--- src/rtl/rs_pkg.sv ---
package rs_pkg;

  // Distance of a reorder-buffer index from the head, modulo 2^bits.
  function automatic logic [31:0] rel_age(input logic [31:0] tag,
                                          input logic [31:0] head,
                                          input int unsigned bits);
    logic [31:0] mask;
    mask = (32'd1 << bits) - 32'd1;
    return (tag - head) & mask;
  endfunction

endpackage

--- src/rtl/rs_alloc.sv ---
module rs_alloc #(
  parameter int ENTRIES = 4
) (
  input  logic [ENTRIES-1:0] busy,
  output logic [ENTRIES-1:0] pick,
  output logic               any_free
);
  always_comb begin
    pick = '0;
    for (int i = ENTRIES - 1; i >= 0; i--) begin
      if (!busy[i]) begin
        pick    = '0;
        pick[i] = 1'b1;
      end
    end
    any_free = ~&busy;
  end
endmodule

--- src/rtl/rs_select.sv ---
module rs_select #(
  parameter int ENTRIES = 4,
  parameter int TAG_W   = 3
) (
  input  logic [ENTRIES-1:0]       elig,
  input  logic [ENTRIES*TAG_W-1:0] dst_flat,
  input  logic [TAG_W-1:0]         head,
  output logic [ENTRIES-1:0]       take,
  output logic                     any
);
  import rs_pkg::*;

  always_comb begin
    logic [31:0] best;
    logic [31:0] cur;
    take = '0;
    any  = 1'b0;
    best = '1;
    for (int i = 0; i < ENTRIES; i++) begin
      cur = rel_age(32'(dst_flat[i*TAG_W +: TAG_W]), 32'(head), TAG_W);
      if (elig[i] && (!any || cur < best)) begin
        take    = '0;
        take[i] = 1'b1;
        best    = cur;
        any     = 1'b1;
      end
    end
  end
endmodule

--- src/rtl/rs_entry.sv ---
module rs_entry #(
  parameter int DATA_W = 16,
  parameter int TAG_W  = 3,
  parameter int OP_W   = 4
) (
  input  logic              clk,
  input  logic              rst,
  input  logic              alloc,
  input  logic [OP_W-1:0]   in_op,
  input  logic [TAG_W-1:0]  in_dst,
  input  logic              in_a_rdy,
  input  logic [DATA_W-1:0] in_a_val,
  input  logic [TAG_W-1:0]  in_a_tag,
  input  logic              in_b_rdy,
  input  logic [DATA_W-1:0] in_b_val,
  input  logic [TAG_W-1:0]  in_b_tag,
  input  logic              cdb_valid,
  input  logic [TAG_W-1:0]  cdb_tag,
  input  logic [DATA_W-1:0] cdb_value,
  input  logic              kill,
  input  logic              take,
  output logic              valid,
  output logic              sent,
  output logic [OP_W-1:0]   op,
  output logic [TAG_W-1:0]  dst,
  output logic              a_rdy,
  output logic [DATA_W-1:0] a_val,
  output logic              b_rdy,
  output logic [DATA_W-1:0] b_val
);
  logic [TAG_W-1:0] a_tag;
  logic [TAG_W-1:0] b_tag;

  wire in_a_hit = cdb_valid && (cdb_tag == in_a_tag);
  wire in_b_hit = cdb_valid && (cdb_tag == in_b_tag);
  wire a_hit    = cdb_valid && (cdb_tag == a_tag);
  wire b_hit    = cdb_valid && (cdb_tag == b_tag);
  wire own_hit  = cdb_valid && (cdb_tag == dst);

  always_ff @(posedge clk) begin
    if (rst) begin
      valid <= 1'b0;
      sent  <= 1'b0;
      a_rdy <= 1'b0;
      b_rdy <= 1'b0;
    end else if (alloc) begin
      valid <= 1'b1;
      sent  <= 1'b0;
      op    <= in_op;
      dst   <= in_dst;
      a_tag <= in_a_tag;
      b_tag <= in_b_tag;
      if (in_a_rdy) begin
        a_rdy <= 1'b1;
        a_val <= in_a_val;
      end else if (in_a_hit) begin
        a_rdy <= 1'b1;
        a_val <= cdb_value;
      end else begin
        a_rdy <= 1'b0;
      end
      if (in_b_rdy) begin
        b_rdy <= 1'b1;
        b_val <= in_b_val;
      end else if (in_b_hit) begin
        b_rdy <= 1'b1;
        b_val <= cdb_value;
      end else begin
        b_rdy <= 1'b0;
      end
    end else if (valid) begin
      if (kill) begin
        valid <= 1'b0;
      end else if (sent && own_hit) begin
        valid <= 1'b0;
      end else begin
        if (take) sent <= 1'b1;
        if (!a_rdy && a_hit) begin
          a_rdy <= 1'b1;
          a_val <= cdb_value;
        end
        if (!b_rdy && b_hit) begin
          b_rdy <= 1'b1;
          b_val <= cdb_value;
        end
      end
    end
  end
endmodule

--- src/rtl/rs_station.sv ---
module rs_station #(
  parameter int ENTRIES = 4,
  parameter int DATA_W  = 16,
  parameter int TAG_W   = 3,
  parameter int OP_W    = 4
) (
  input  logic              clk,
  input  logic              rst,
  input  logic              iss_valid,
  input  logic [OP_W-1:0]   iss_op,
  input  logic [TAG_W-1:0]  iss_dst,
  input  logic              iss_a_rdy,
  input  logic [DATA_W-1:0] iss_a_val,
  input  logic [TAG_W-1:0]  iss_a_tag,
  input  logic              iss_b_rdy,
  input  logic [DATA_W-1:0] iss_b_val,
  input  logic [TAG_W-1:0]  iss_b_tag,
  input  logic              rob_free,
  output logic              iss_ready,
  input  logic              cdb_valid,
  input  logic [TAG_W-1:0]  cdb_tag,
  input  logic [DATA_W-1:0] cdb_value,
  input  logic [TAG_W-1:0]  rob_head,
  input  logic              flush_valid,
  input  logic [TAG_W-1:0]  flush_tag,
  output logic              ex_valid,
  output logic [OP_W-1:0]   ex_op,
  output logic [DATA_W-1:0] ex_a,
  output logic [DATA_W-1:0] ex_b,
  output logic [TAG_W-1:0]  ex_dst
);
  import rs_pkg::*;

  localparam int DST_BITS = ENTRIES * TAG_W;

  logic [ENTRIES-1:0]  ent_valid, ent_sent, ent_ardy, ent_brdy;
  logic [ENTRIES-1:0]  alloc_pick, alloc_vec, kill_vec, elig_vec, take_vec;
  logic [DST_BITS-1:0] ent_dst_flat;
  logic                any_free, any_take, accept;

  logic [OP_W-1:0]   e_op  [ENTRIES];
  logic [TAG_W-1:0]  e_dst [ENTRIES];
  logic [DATA_W-1:0] e_a   [ENTRIES];
  logic [DATA_W-1:0] e_b   [ENTRIES];

  rs_alloc #(.ENTRIES(ENTRIES)) u_alloc (
    .busy(ent_valid), .pick(alloc_pick), .any_free(any_free)
  );

  assign iss_ready = any_free && rob_free && !flush_valid;
  assign accept    = iss_valid && iss_ready;
  assign alloc_vec = accept ? alloc_pick : '0;

  logic [31:0] flush_age;
  assign flush_age = rel_age(32'(flush_tag), 32'(rob_head), TAG_W);

  for (genvar g = 0; g < ENTRIES; g++) begin : g_ent
    rs_entry #(.DATA_W(DATA_W), .TAG_W(TAG_W), .OP_W(OP_W)) u_ent (
      .clk(clk), .rst(rst), .alloc(alloc_vec[g]),
      .in_op(iss_op), .in_dst(iss_dst),
      .in_a_rdy(iss_a_rdy), .in_a_val(iss_a_val), .in_a_tag(iss_a_tag),
      .in_b_rdy(iss_b_rdy), .in_b_val(iss_b_val), .in_b_tag(iss_b_tag),
      .cdb_valid(cdb_valid), .cdb_tag(cdb_tag), .cdb_value(cdb_value),
      .kill(kill_vec[g]), .take(take_vec[g]),
      .valid(ent_valid[g]), .sent(ent_sent[g]),
      .op(e_op[g]), .dst(e_dst[g]),
      .a_rdy(ent_ardy[g]), .a_val(e_a[g]),
      .b_rdy(ent_brdy[g]), .b_val(e_b[g])
    );
    assign ent_dst_flat[g*TAG_W +: TAG_W] = e_dst[g];
    assign kill_vec[g] = flush_valid &&
                         (rel_age(32'(e_dst[g]), 32'(rob_head), TAG_W) > flush_age);
    assign elig_vec[g] = ent_valid[g] && !ent_sent[g] && ent_ardy[g] &&
                         ent_brdy[g] && !kill_vec[g];
  end

  rs_select #(.ENTRIES(ENTRIES), .TAG_W(TAG_W)) u_sel (
    .elig(elig_vec), .dst_flat(ent_dst_flat), .head(rob_head),
    .take(take_vec), .any(any_take)
  );

  logic [OP_W-1:0]   m_op;
  logic [DATA_W-1:0] m_a, m_b;
  logic [TAG_W-1:0]  m_dst;

  always_comb begin
    m_op = '0; m_a = '0; m_b = '0; m_dst = '0;
    for (int i = 0; i < ENTRIES; i++) begin
      if (take_vec[i]) begin
        m_op  = m_op  | e_op[i];
        m_a   = m_a   | e_a[i];
        m_b   = m_b   | e_b[i];
        m_dst = m_dst | e_dst[i];
      end
    end
  end

  always_ff @(posedge clk) begin
    if (rst) begin
      ex_valid <= 1'b0;
      ex_op    <= '0;
      ex_a     <= '0;
      ex_b     <= '0;
      ex_dst   <= '0;
    end else begin
      ex_valid <= any_take;
      if (any_take) begin
        ex_op  <= m_op;
        ex_a   <= m_a;
        ex_b   <= m_b;
        ex_dst <= m_dst;
      end
    end
  end
endmodule

--- config.mk ---
export PLATFORM = sky130hd
export DESIGN_NAME = rs_station
export DESIGN_NICKNAME = d
export VERILOG_FILES = /design/src/rtl/rs_pkg.sv /design/src/rtl/rs_alloc.sv /design/src/rtl/rs_select.sv /design/src/rtl/rs_entry.sv /design/src/rtl/rs_station.sv
export SDC_FILE = /design/constraint.sdc
export NUM_CORES = 1
export LEC_CHECK = 0
export ABC_AREA = 1
export BUFFER_PORTS_ARGS = -buffer_cell sky130_fd_sc_hd__buf_2
export CAP_MARGIN = 10
export CELL_PAD_IN_SITES_DETAIL_PLACEMENT = 1
export CELL_PAD_IN_SITES_GLOBAL_PLACEMENT = 1
export CORE_MARGIN = 2
export CORE_UTILIZATION = 45
export DETAILED_ROUTE_END_ITERATION = 6
export GPL_TIMING_DRIVEN = 0
export MAX_ROUTING_LAYER = met4
export PLACE_DENSITY = 0.88
export SLEW_MARGIN = 20
export SYNTH_ARGS = -nofsm -noshare
export SYNTH_HDL_FRONTEND = slang
export SYNTH_SLANG_ARGS = --single-unit
--- constraint.sdc ---
create_clock -name clk -period 11 [get_ports clk]
set_input_delay 1.1 -clock clk [delete_from_list [all_inputs] [get_ports clk]]
set_output_delay 1.1 -clock clk [all_outputs]
set_load 0.02 [all_outputs]
# Word-level counts from Yosys, hierarchy flattened
# Cells that the tools add are included.
# op_classes
div_mod_pow	0
n_reduce_logical	117
n_bitwise	21
mul	0
muxes	136
n_shift	0
addsub	5
order_cmp	7
eq_ne	30
# ops
cell	n
16-bit 2-to-1 mux	52
3-bit by 32-bit less-than comparator with 1-bit output	3
32-bit 2-to-1 mux	3
16-bit OR	6
1-bit 2-to-1 mux	65
1-bit logical AND	52
4-bit AND reduction	13
4-bit 2-to-1 mux	12
6-bit AND reduction	8
3-bit == test	14
3-bit by 2-bit inequality test with 1-bit output, second input constant	8
2-bit nonzero test	12
1-bit logical NOT	21
2-bit inequality test, second input constant	8
3-bit subtractor	5
3-bit > comparator	4
3-bit 2-to-1 mux	4
4-bit OR	3
1-bit NOT	9
3-bit OR	3
2-bit AND reduction	4
2-bit OR reduction	4
1-bit logical OR	3
# word_totals
latchBits	0
n_memories	0
elab_cells	361
in_bits	78
romBits	0
mem_bits_rw	0
out_inout_bits	41
regBits	236

# Depth between registers and ports, before layout
# Gate-level depths: netlist of the first run.
# logic_depth
depth_word	25
mapped_depth	39
depth_no_buf	37

# Cells and area by module
# Synthesis of the first run repeated with hierarchy kept, for this count alone.
# hier_totals
cells_unflattened	1405
hier_area_um2	12774.8
# modules_own_cells
module	cells_per_inst	area_each_um2	n_inst
rs_entry	189	2244.7	4
rs_station	544	3141.8	1
rs_select	94	613.1	1
rs_alloc	11	41.3	1

# Least setup slack after synthesis of the first run
# No wires, ideal clock.
# synth_path
path_kind	input to register
startpoint	input port rob_head[1]
endpoint	register ex_a[6]
cell_stages	31
t_arrival_ns	5.555
required_ns	10.936
slack_ns	5.381
path_cell_list	inv_1 fa_1 xnor2_1 xor2_1 inv_1 ha_1 a21oi_1 nand2_1 nand2_2 nand2_2 nor2_1 ha_1 inv_1 nor2_1 nand2_1 nand3_2 o21ai_0 ha_1 a21boi_1 nand2_2 nand3_4 nand2_1 o21ai_0 ha_1 nand2_1 clkbuf_1 clkbuf_1 nand4_1 nand3_1 nor2_1 nor2_1
# synth_between
elab_chain_len	25
elab_cells_between_ends	51
classes_between	add/sub (5); order compare (7); mux (15); bitwise (3); reduce/logical (21)
# synth_lines
element	line_no	text
from (decl)	rs_station.sv:23	input logic [TAG_W-1:0] rob_head,
3-bit subtractor	rs_pkg.sv:9	return (tag - head) & mask;
3-bit > comparator	rs_station.sv:72	(rel_age(32'(e_dst[g]), 32'(rob_head), TAG_W) > flush_age);
1-bit logical AND	rs_station.sv:71	assign kill_vec[g] = flush_valid &&
1-bit logical NOT	rs_station.sv:74	ent_brdy[g] && !kill_vec[g];
1-bit logical AND	rs_station.sv:74	
32-bit 2-to-1 mux or 1-bit 2-to-1 mux (tied branches)	rs_select.sv:21	if (elig[i] && (!any || cur < best)) begin
3-bit by 32-bit less-than comparator with 1-bit output or 1-bit logical NOT (tied branches)	rs_select.sv:21	
1-bit logical OR	rs_select.sv:21	
[... 9 more ...]	n/a	
4-bit 2-to-1 mux	rs_select.sv:21	
16-bit 2-to-1 mux	rs_station.sv:89	if (take_vec[i]) begin
16-bit OR	rs_station.sv:91	m_a = m_a | e_a[i];
16-bit 2-to-1 mux	rs_station.sv:89	
16-bit OR	rs_station.sv:91	
16-bit 2-to-1 mux	rs_station.sv:89	
16-bit OR	rs_station.sv:91	
16-bit 2-to-1 mux	rs_station.sv:89	
to (signal assigned)	rs_station.sv:109	ex_a <= m_a;
to (decl)	rs_station.sv:28	output logic [DATA_W-1:0] ex_a,
# Several ways; a longest one is shown, not always the timed one.
# A chain may end at the register's enable or synchronous reset.

# Final worst setup path of the first run
# layout_path
startpoint	input port rob_head[0]
endpoint	register ex_a[3]
# Same word-level chain as after synthesis.

==> results of run 1 <==
==> synth_stat cells (5+ instances only) <==
cell type	n	area [µm²]
sky130_fd_sc_hd__edfxtp_1	180	5410
sky130_fd_sc_hd__nand2_1	150	563
sky130_fd_sc_hd__o21ai_0	145	726
sky130_fd_sc_hd__nand3_1	142	711
sky130_fd_sc_hd__nor2_1	111	417
sky130_fd_sc_hd__clkbuf_1	56	210
sky130_fd_sc_hd__dfxtp_1	56	1120
sky130_fd_sc_hd__inv_1	49	184
sky130_fd_sc_hd__o21ai_1	46	230
sky130_fd_sc_hd__nand4_1	43	269
sky130_fd_sc_hd__mux2i_1	32	320
sky130_fd_sc_hd__nand3_2	32	320
sky130_fd_sc_hd__ha_1	23	288
sky130_fd_sc_hd__a21oi_1	18	90.1
sky130_fd_sc_hd__xor2_1	18	158
sky130_fd_sc_hd__buf_2	12	60.1
sky130_fd_sc_hd__buf_6	10	113
sky130_fd_sc_hd__inv_2	8	30.0
sky130_fd_sc_hd__nor4_1	7	43.8
sky130_fd_sc_hd__xnor2_1	7	61.3
sky130_fd_sc_hd__nand2_2	6	37.5
sky130_fd_sc_hd__o22ai_1	6	37.5
sky130_fd_sc_hd__a211oi_1	5	37.5
sky130_fd_sc_hd__fa_1	5	100
==> cells by family (layout without fill, tap and decap cells) <==
| logic type | after synthesis | in the layout |
|---|---|---|
| simple gates | 504 | 504 |
| xor+xnor | 25 | 25 |
| fa+ha+maj | 28 | 28 |
| compound gates | 237 | 237 |
| other cells | 0 | 1 |
| flops | 236 | 236 |
| buf+inv | 143 | 314 |
| mux | 32 | 32 |
==> registers in the layout, indices dropped and copies added, names as in the netlist, 12 cells and up <==
signal,cells
g_ent.u_ent.a_val,64
g_ent.u_ent.b_val,64
ex_a,16
ex_b,16
g_ent.u_ent.op,16
g_ent.u_ent.a_tag,12
g_ent.u_ent.b_tag,12
g_ent.u_ent.dst,12
==> per-layer routing <==
layer | track usage | vias to the layer above
met5 | - | -
met2 | 0.531 | 853
li1 | - | 4635
met3 | 0.0856 | 238
met4 | 0.173 | 0
met1 | 0.415 | 5376
==> final cells by class <==
type,count,area [µm²],area share
Sequential cell,236,6530,0.471
Multi-Input combinational cell,826,4730,0.341
Clock buffer,33,708,0.0511
Timing Repair Buffer,122,692,0.0499
Tap cell,335,419,0.0302
Buffer,83,413,0.0298
Inverter,60,225,0.0162
Clock inverter,16,149,0.0107
Antenna cell,1,2.50,0.000181
==> worst min-delay path by stage <==
stage	start	endpoint	cells past startpoint
4_1_cts	ex_op[3]$_SDFFE_PP0P_	ex_op[3]$_SDFFE_PP0P_	2
3_3_place_gp	ex_a[9]$_SDFFE_PP0P_	ex_a[9]$_SDFFE_PP0P_	2
3_5_place_dp	ex_op[3]$_SDFFE_PP0P_	ex_op[3]$_SDFFE_PP0P_	2
2_1_floorplan	g_ent[0].u_ent.b_rdy$_SDFFE_PP0P_	g_ent[0].u_ent.b_rdy$_SDFFE_PP0P_	2
6_report	ex_op[3]$_SDFFE_PP0P_	ex_op[3]$_SDFFE_PP0P_	2
5_1_grt	ex_op[3]$_SDFFE_PP0P_	ex_op[3]$_SDFFE_PP0P_	2
==> through the flow <==
step	std cells	utilization	setup slack [ps]
floorplan	1205	-	5380
global placement	1652	0.494	4270
detailed placement	1662	0.500	3990
CTS	1711	0.533	4420
global route	1712	0.533	3940
finish	1712	0.533	4380
==> power by group through the flow <==
| stage | Combinational, µW | Sequential (µW) | Clock [µW] |
|---|---|---|---|
| floorplan | 81.5 | 983 | 0 |
| global route | 163 | 964 | 932 |
| finish | 149 | 964 | 906 |
| detailed placement | 142 | 983 | 0 |
| global placement | 130 | 983 | 0 |
| CTS | 145 | 965 | 897 |
==> worst max-delay path: cells and delay by family <==
family	cells	cell delay, ps
AO/OA/AOI/OAI	4	730
XOR/XNOR	2	370
buffers and inverters	6	1330
AND/OR/NAND/NOR	15	1910
adder cells (fa/ha/maj)	6	1650
==> run_results.csv, run 1 <==
group,metric,value,unit
power,netSwitchingFraction,0.240,
global_routing,grt_remaining_overflow,0,
floorplan,floorplan.rows,59,
layout,drive_above_1_share,0.180,
route,final_routed_wirelength_across_all_metal_layers,46.4,mm
placed_design,detailedPlacementHpwl,32.3,mm
critical_path,critical_path.most_common_cell,"sky130_fd_sc_hd__ha_1",
critical_path,startpoint,"rob_head[0]",
synthesis,main_combinational_cell_family_by_area_after_synthesis,"simple AND/OR/NAND/NOR gates",
critical_path,cp_slowest_cell,"sky130_fd_sc_hd__clkbuf_1",
clocking,clock-sinks,236,
critical_path,critPathRequiredTime,11490,ps
sta,finalMaxSlewViolations,0,
layout,nFillCells,2950,
synthesis,ys_seq_elements,236,
floorplan,fp.dieW,166,µm
sta,finalCriticalPeriod,6620,ps
sta,final_critical_path_share_of_the_clock_period,0.602,
global_routing,grt_antenna_before_repair,1,
critical_path,worstPathArrival,7110,ps
route,highest_layer,"met4",
critical_path,setup.worst_path.end_class,"flop",
sta,holdWs,525,ps
status,run_status,"finished clean",
power,ir_drop,0.111,mV
power,power_frac_clock,0.449,
route,dr_wl_met3,5.24,mm
route,routed-via-count,11100,
critical_path,setup.reg_to_reg.worst_slack,4770,ps
synthesis,synth-xor-area-share,0.0185,
floorplan,floorplan.die.height,166,µm
placed_design,finalWeightedCongestion,0.923,
clocking,hold_buffers,0,
global_routing,via_count_of_the_first_global_routing_pass,11700,
synthesis,seq_area_frac_synth,0.551,
floorplan,floorplan.io_pins,119,
power,power_density_over_the_cells,146,nW/µm²
synthesis,syn-cell-area,11900,µm²
flow_run,drv_cap,0,
sta,worstMarginPinSlew,1160,ps
synthesis,synthDistinctLibCells,47,
synthesis,arithmetic_cell_share_of_the_synthesized_area_counting_full_adders_half_adders_and_majority_gates,0.0327,
clocking,htree_num_levels,1,
route,drt_pre_antenna_iters,6,
critical_path,cpPeakStageDelay,480,ps
critical_path,critPathKind,"in2reg",
synthesis,ys_dominant_reg_cell,"sky130_fd_sc_hd__edfxtp_1",
critical_path,worstPathMaxFanout,10,
clocking,cts_resized,0,
sta,worst_clock_skew,13.2,ps
critical_path,crit_path_start_kind,"primary input",
critical_path,worst_r2r_startpoint,"g_ent[0].u_ent.dst[0]$_DFFE_PP_",
clocking,clock_latency,550,ps
floorplan,die_area,27700,µm²
layout,final_common_cell,"sky130_fd_sc_hd__edfxtp_1",
route,final_routed_drc_violation_total,0,
synthesis,synth_enable_flop_cells,180,
synthesis,synth_compound_gate_area_share,0.107,
clocking,cts_made_buffers,27,
synthesis,synth.net_count,1311,
clocking,cts.repair_timing.setup_buffer_count,0,
synthesis,yosys.area_share.simple,0.211,
route,m1WireLength,17.2,mm
synthesis,syn-mean-instance-area,9.84,µm²
route,route.met2.wl,21.0,mm
sta,max_slew_margin,0.228,
power,power.total,2020,µW
layout,finished_cell_area,13900,µm²
sta,final_hold_viol_count,0,
critical_path,worst_r2r_endpoint,"ex_a[3]$_SDFFE_PP0P_",
power,leakage,0.00537,µW
layout,fin_nets,1462,
clocking,root_buffer_selected_by_cts,"sky130_fd_sc_hd__clkbuf_16",
placed_design,placed_instance_area,13000,µm²
route,avgRoutedWirePerCell,27.1,µm
layout,layout_common_cells,"sky130_fd_sc_hd__edfxtp_1, sky130_fd_sc_hd__nand2_1, sky130_fd_sc_hd__o21ai_0",
layout,syn2layout_area_growth,16.9,%
sta,timing.fmax,0.151,GHz
floorplan,initial_core_util,0.456,
power,p_switching,485,µW
power,power_frac_seq,0.478,
synthesis,asyncSetResetFlopFracSynth,0,
placed_design,port_buffer_cells,112,
sta,rsz0062_at_grt,"false",
power,power.internal,1530,µW
floorplan,core_area,26000,µm²
critical_path,reg2reg_depth,31,
sta,fin_tns_setup,0,ps
global_routing,grt_usage,0.341,
global_routing,grt_pass1_wl,69.7,mm
clocking,clk_pin_slew,70,ps
clocking,max-clock-path-buffers,3,
worst_hold_path,worstHoldPathType,"reg2reg",
critical_path,crit_end,"ex_a[3]$_SDFFE_PP0P_",
synthesis,synth_cells,1205,
power,power.combinational.fraction,0.074,
sta,final-setup-viol-count,0,
synthesis,synth.mux.area_fraction,0.0270,
synthesis,count_of_synthesis_stage_warnings_from_yosys,0,
route,dr.first_iter.drc_count,1425,
global_routing,grt_max_degree,18,
clocking,cts_tree,"built",
route,final_antenna_net_count,0,
route,vias_per_cell,6.48,
Power figures use the tool's default switching activity.
==> run 2: changes to the inputs <==
--- a/config.mk
+++ b/config.mk
@@ -5,17 +5,17 @@
 export SDC_FILE = /design/constraint.sdc
 export NUM_CORES = 1
 export LEC_CHECK = 0
-export ABC_AREA = 1
+export ABC_AREA = 0
 export BUFFER_PORTS_ARGS = -buffer_cell sky130_fd_sc_hd__buf_2
 export CAP_MARGIN = 10
 export CELL_PAD_IN_SITES_DETAIL_PLACEMENT = 1
 export CELL_PAD_IN_SITES_GLOBAL_PLACEMENT = 1
 export CORE_MARGIN = 2
-export CORE_UTILIZATION = 45
+export CORE_UTILIZATION = 44
 export DETAILED_ROUTE_END_ITERATION = 6
 export GPL_TIMING_DRIVEN = 0
 export MAX_ROUTING_LAYER = met4
-export PLACE_DENSITY = 0.88
+export PLACE_DENSITY = 0.86
 export SLEW_MARGIN = 20
 export SYNTH_ARGS = -nofsm -noshare
 export SYNTH_HDL_FRONTEND = slang
==> constraint.sdc (replaced) <==
create_clock -name clk -period 5.9 [get_ports clk]
set_input_delay 0.59 -clock clk [delete_from_list [all_inputs] [get_ports clk]]
set_output_delay 0.59 -clock clk [all_outputs]
set_load 0.02 [all_outputs]
==> run_results.csv, run 2 <==
group,metric,value,unit
layout,antenna_cells_inserted,0,
clocking,clock_latency,520,ps
floorplan,floorplan.rows,58,
layout,multi_input_gate_area_in_the_final_layout,4590,µm²
critical_path,worstPathArrival,6510,ps
layout,largestRegisters,"g_ent.u_ent.a_val (64), g_ent.u_ent.b_val (64)",
synthesis,seq_area_frac_synth,0.582,
synthesis,synth.mux.area_fraction,0.134,
route,final_routed_drc_violation_total,0,
critical_path,worst_r2r_startpoint,"g_ent[0].u_ent.dst[0]$_DFFE_PP_",
clocking,cts_tree,"built",
critical_path,cp_slowest_cell,"sky130_fd_sc_hd__fa_2",
sta,worst_clock_skew,9.90,ps
synthesis,syn-cell-area,11200,µm²
critical_path,setup.reg_to_reg.worst_slack,-250,ps
sta,rsz0062_at_grt,"true",
route,avgRoutedWirePerCell,26.3,µm
clocking,cts_made_buffers,23,
critical_path,crit_path_start_kind,"flop",
floorplan,floorplan.io_pins,119,
floorplan,core_area,25100,µm²
placed_design,finalWeightedCongestion,0.870,
floorplan,initial_core_util,0.447,
power,power.combinational.fraction,0.083,
route,drt_pre_antenna_iters,7,
flow_run,drv_cap,0,
layout,layout_common_cells,"sky130_fd_sc_hd__edfxtp_1, sky130_fd_sc_hd__mux2_2, sky130_fd_sc_hd__buf_2",
status,run_status,"finished with violations",
layout,syn2layout_area_growth,20.0,%
synthesis,synth.cells.most_frequent,"sky130_fd_sc_hd__edfxtp_1, sky130_fd_sc_hd__mux2_2, sky130_fd_sc_hd__nor2_1, sky130_fd_sc_hd__dfxtp_1, sky130_fd_sc_hd__o21ai_0",
global_routing,grt_usage,0.269,
synthesis,synthDistinctLibCells,61,
power,leakage,0.00490,µW
route,dr.first_iter.drc_count,818,
power,ir_drop,0.248,mV
sta,postLayoutSetupSlackWorst,-248,ps
critical_path,critPathTopFamily,"compound AO/OA/AOI/OAI gates",
global_routing,grt_max_degree,18,
floorplan,die_area,26800,µm²
power,p_switching,792,µW
synthesis,count_of_synthesis_stage_warnings_from_yosys,0,
synthesis,asyncSetResetFlopFracSynth,0,
clocking,max-clock-path-buffers,3,
synthesis,ys_seq_elements,236,
synthesis,synth_most_common_cell,"sky130_fd_sc_hd__edfxtp_1",
global_routing,via_count_of_the_first_global_routing_pass,8772,
power,power.internal,2780,µW
sta,final-setup-viol-count,31,
critical_path,setup.worst_path.end_class,"flop",
synthesis,synth-xor-area-share,0.0406,
global_routing,grt_antenna_before_repair,0,
power,netSwitchingFraction,0.222,
synthesis,synth_top_area_share,0.482,
synthesis,yosys.area_share.simple,0.0628,
layout,drive_above_1_share,0.359,
worst_hold_path,worstHoldPathType,"in2reg",
sta,worstMarginPinSlew,978,ps
critical_path,reg2reg_depth,30,
floorplan,fp.dieW,164,µm
power,power_frac_seq,0.503,
critical_path,cpPeakStageDelay,570,ps
clocking,root_buffer_selected_by_cts,"sky130_fd_sc_hd__clkbuf_16",
global_routing,grt_pass1_wl,52.4,mm
synthesis,synth_cells,848,
sta,timing.fmax,0.163,GHz
floorplan,floorplan.die.height,164,µm
layout,layout.cells.non_filler,1362,
worst_hold_path,holdCritStartpoint,"iss_op[2]",
synthesis,synth_area_leader_cell,"sky130_fd_sc_hd__edfxtp_1",
sta,max_slew_margin,0.348,
critical_path,worstPathBufferInverterCount,4,
critical_path,worst_r2r_endpoint,"ex_b[5]$_SDFFE_PP0P_",
route,final_antenna_net_count,0,
sta,final_critical_path_share_of_the_clock_period,1.04,
synthesis,synth_compound_gate_area_share,0.118,
synthesis,ys_dominant_reg_cell,"sky130_fd_sc_hd__edfxtp_1",
critical_path,critPathRequiredTime,6270,ps
synthesis,syn-mean-instance-area,13.2,µm²
synthesis,yosys-top-cells-area,"sky130_fd_sc_hd__edfxtp_1, sky130_fd_sc_hd__mux2_2, sky130_fd_sc_hd__dfxtp_1",
critical_path,critical_path.most_common_cell,"sky130_fd_sc_hd__ha_1",
synthesis,main_combinational_cell_family_by_area_after_synthesis,"multiplexers",
layout,fin_nets,1122,
worst_hold_path,hold_path_end,"g_ent[1].u_ent.op[2]$_DFFE_PP_",
clocking,clock-sinks,236,
layout,final_common_cell,"sky130_fd_sc_hd__edfxtp_1",
layout,nFillCells,2593,
sta,finalCriticalPeriod,6150,ps
critical_path,critPathKind,"reg2reg",
placed_design,place.detailed.instances,1298,
worst_hold_path,timing.hold.worst_path_depth,1,
status,violated_checks,"negative setup slack",
power,power.total,3570,µW
route,vias_per_cell,6.01,
sta,final_hold_viol_count,0,
synthesis,synth_enable_flop_cells,180,
placed_design,port_buffer_cells,112,
placed_design,detailedPlacementHpwl,24.5,mm
clocking,clk_pin_slew,60,ps
power,power_density_over_the_cells,265,nW/µm²
route,final_routed_wirelength_across_all_metal_layers,35.8,mm
layout,area_occupied_by_registers,6530,µm²
synthesis,arithmetic_cell_share_of_the_synthesized_area_counting_full_adders_half_adders_and_majority_gates,0.0346,
route,routed-via-count,8185,
global_routing,grt_remaining_overflow,0,
sta,finalMaxSlewViolations,0,
synthesis,synth.net_count,954,
critical_path,worstPathMaxFanout,5,
power,power_frac_clock,0.414,
clocking,htree_num_levels,1,
sta,holdWs,290,ps
==> run 2: worst max-delay path by stage <==
stage                                        to  cells past startpoint                       startpoint  slack, ps
after floorplan           ex_b[10]$_SDFFE_PP0P_                     28                      rob_head[1]          2
after detailed placement   ex_b[5]$_SDFFE_PP0P_                     30                      rob_head[0]      -1380
after global routing       ex_b[5]$_SDFFE_PP0P_                     30  g_ent[0].u_ent.dst[0]$_DFFE_PP_       -430
after CTS                  ex_b[5]$_SDFFE_PP0P_                     30  g_ent[0].u_ent.dst[0]$_DFFE_PP_         30
final                      ex_b[5]$_SDFFE_PP0P_                     30  g_ent[0].u_ent.dst[0]$_DFFE_PP_       -250
after global placement     ex_b[9]$_SDFFE_PP0P_                     30                      rob_head[0]      -1190
==> run 2: worst register-to-register path: cells and delay by family, from the launching register on <==
family	cells	cell delay (ps)
fa+ha+maj	6	1870
compound gates	11	2010
simple gates	9	1280
flops	1	410
buf+inv	4	420
==> run 2: repair_timing <==
action | CTS | global route
buffers inserted | 9 | 13
cloned | 0 | 1
hold endpoints to repair | 0 | 0
resized for setup | 18 | 31
pin swaps | 10 | 68
setup endpoints to repair | 43 | 41
hold buffers | 0 | 0
==> run 2: layout make-up <==
type / instances / area share
Tap cell: 330 / 0.0307
Sequential cell: 236 / 0.485
Clock inverter: 4 / 0.00325
Buffer: 46 / 0.0196
Clock buffer: 37 / 0.0526
Multi-Input combinational cell: 544 / 0.341
Inverter: 22 / 0.00613
Timing Repair Buffer: 143 / 0.0623
==> run 2: cells by family after synthesis <==
family | Yosys count
AOI/OAI and AO/OA | 179
xor gates and xnor gates | 52
adders and majority gates | 28
buffers and inverters | 68
DFF | 236
muxes | 134
and+or+nand+nor | 151
==> run 2: routing by layer <==
metal	wire, µm	vias up	global-route usage
met1	14400	4115	0.332
met2	18200	371	0.461
met4	1110	0	0.0945
met5	0	-	-
met3	2070	94	0.0272
li1	-	3605	-
==> run 2: per-stage QoR <==
step / util / setup WS (ps) / instance area (µm²) / TNS [ps]
after floorplan: - / 2.12 / 11200 / 0
after global placement: 0.485 / -1190 / 12200 / -45080
after detailed placement: 0.491 / -1380 / 12300 / -52660
after CTS: 0.526 / 28.7 / 13200 / 0
after global routing: 0.536 / -427 / 13500 / -10980
final: 0.536 / -248 / 13500 / -2120
==> run 2: power by group through the flow <==
stage          logic (µW)  registers [µW]  clock network [µW]
2_1_floorplan         153            1830                   0
3_3_place_gp          237            1830                   0
3_5_place_dp          256            1830                   0
4_1_cts               268            1800                1480
6_report              296            1800                1480
5_1_grt               319            1800                1540
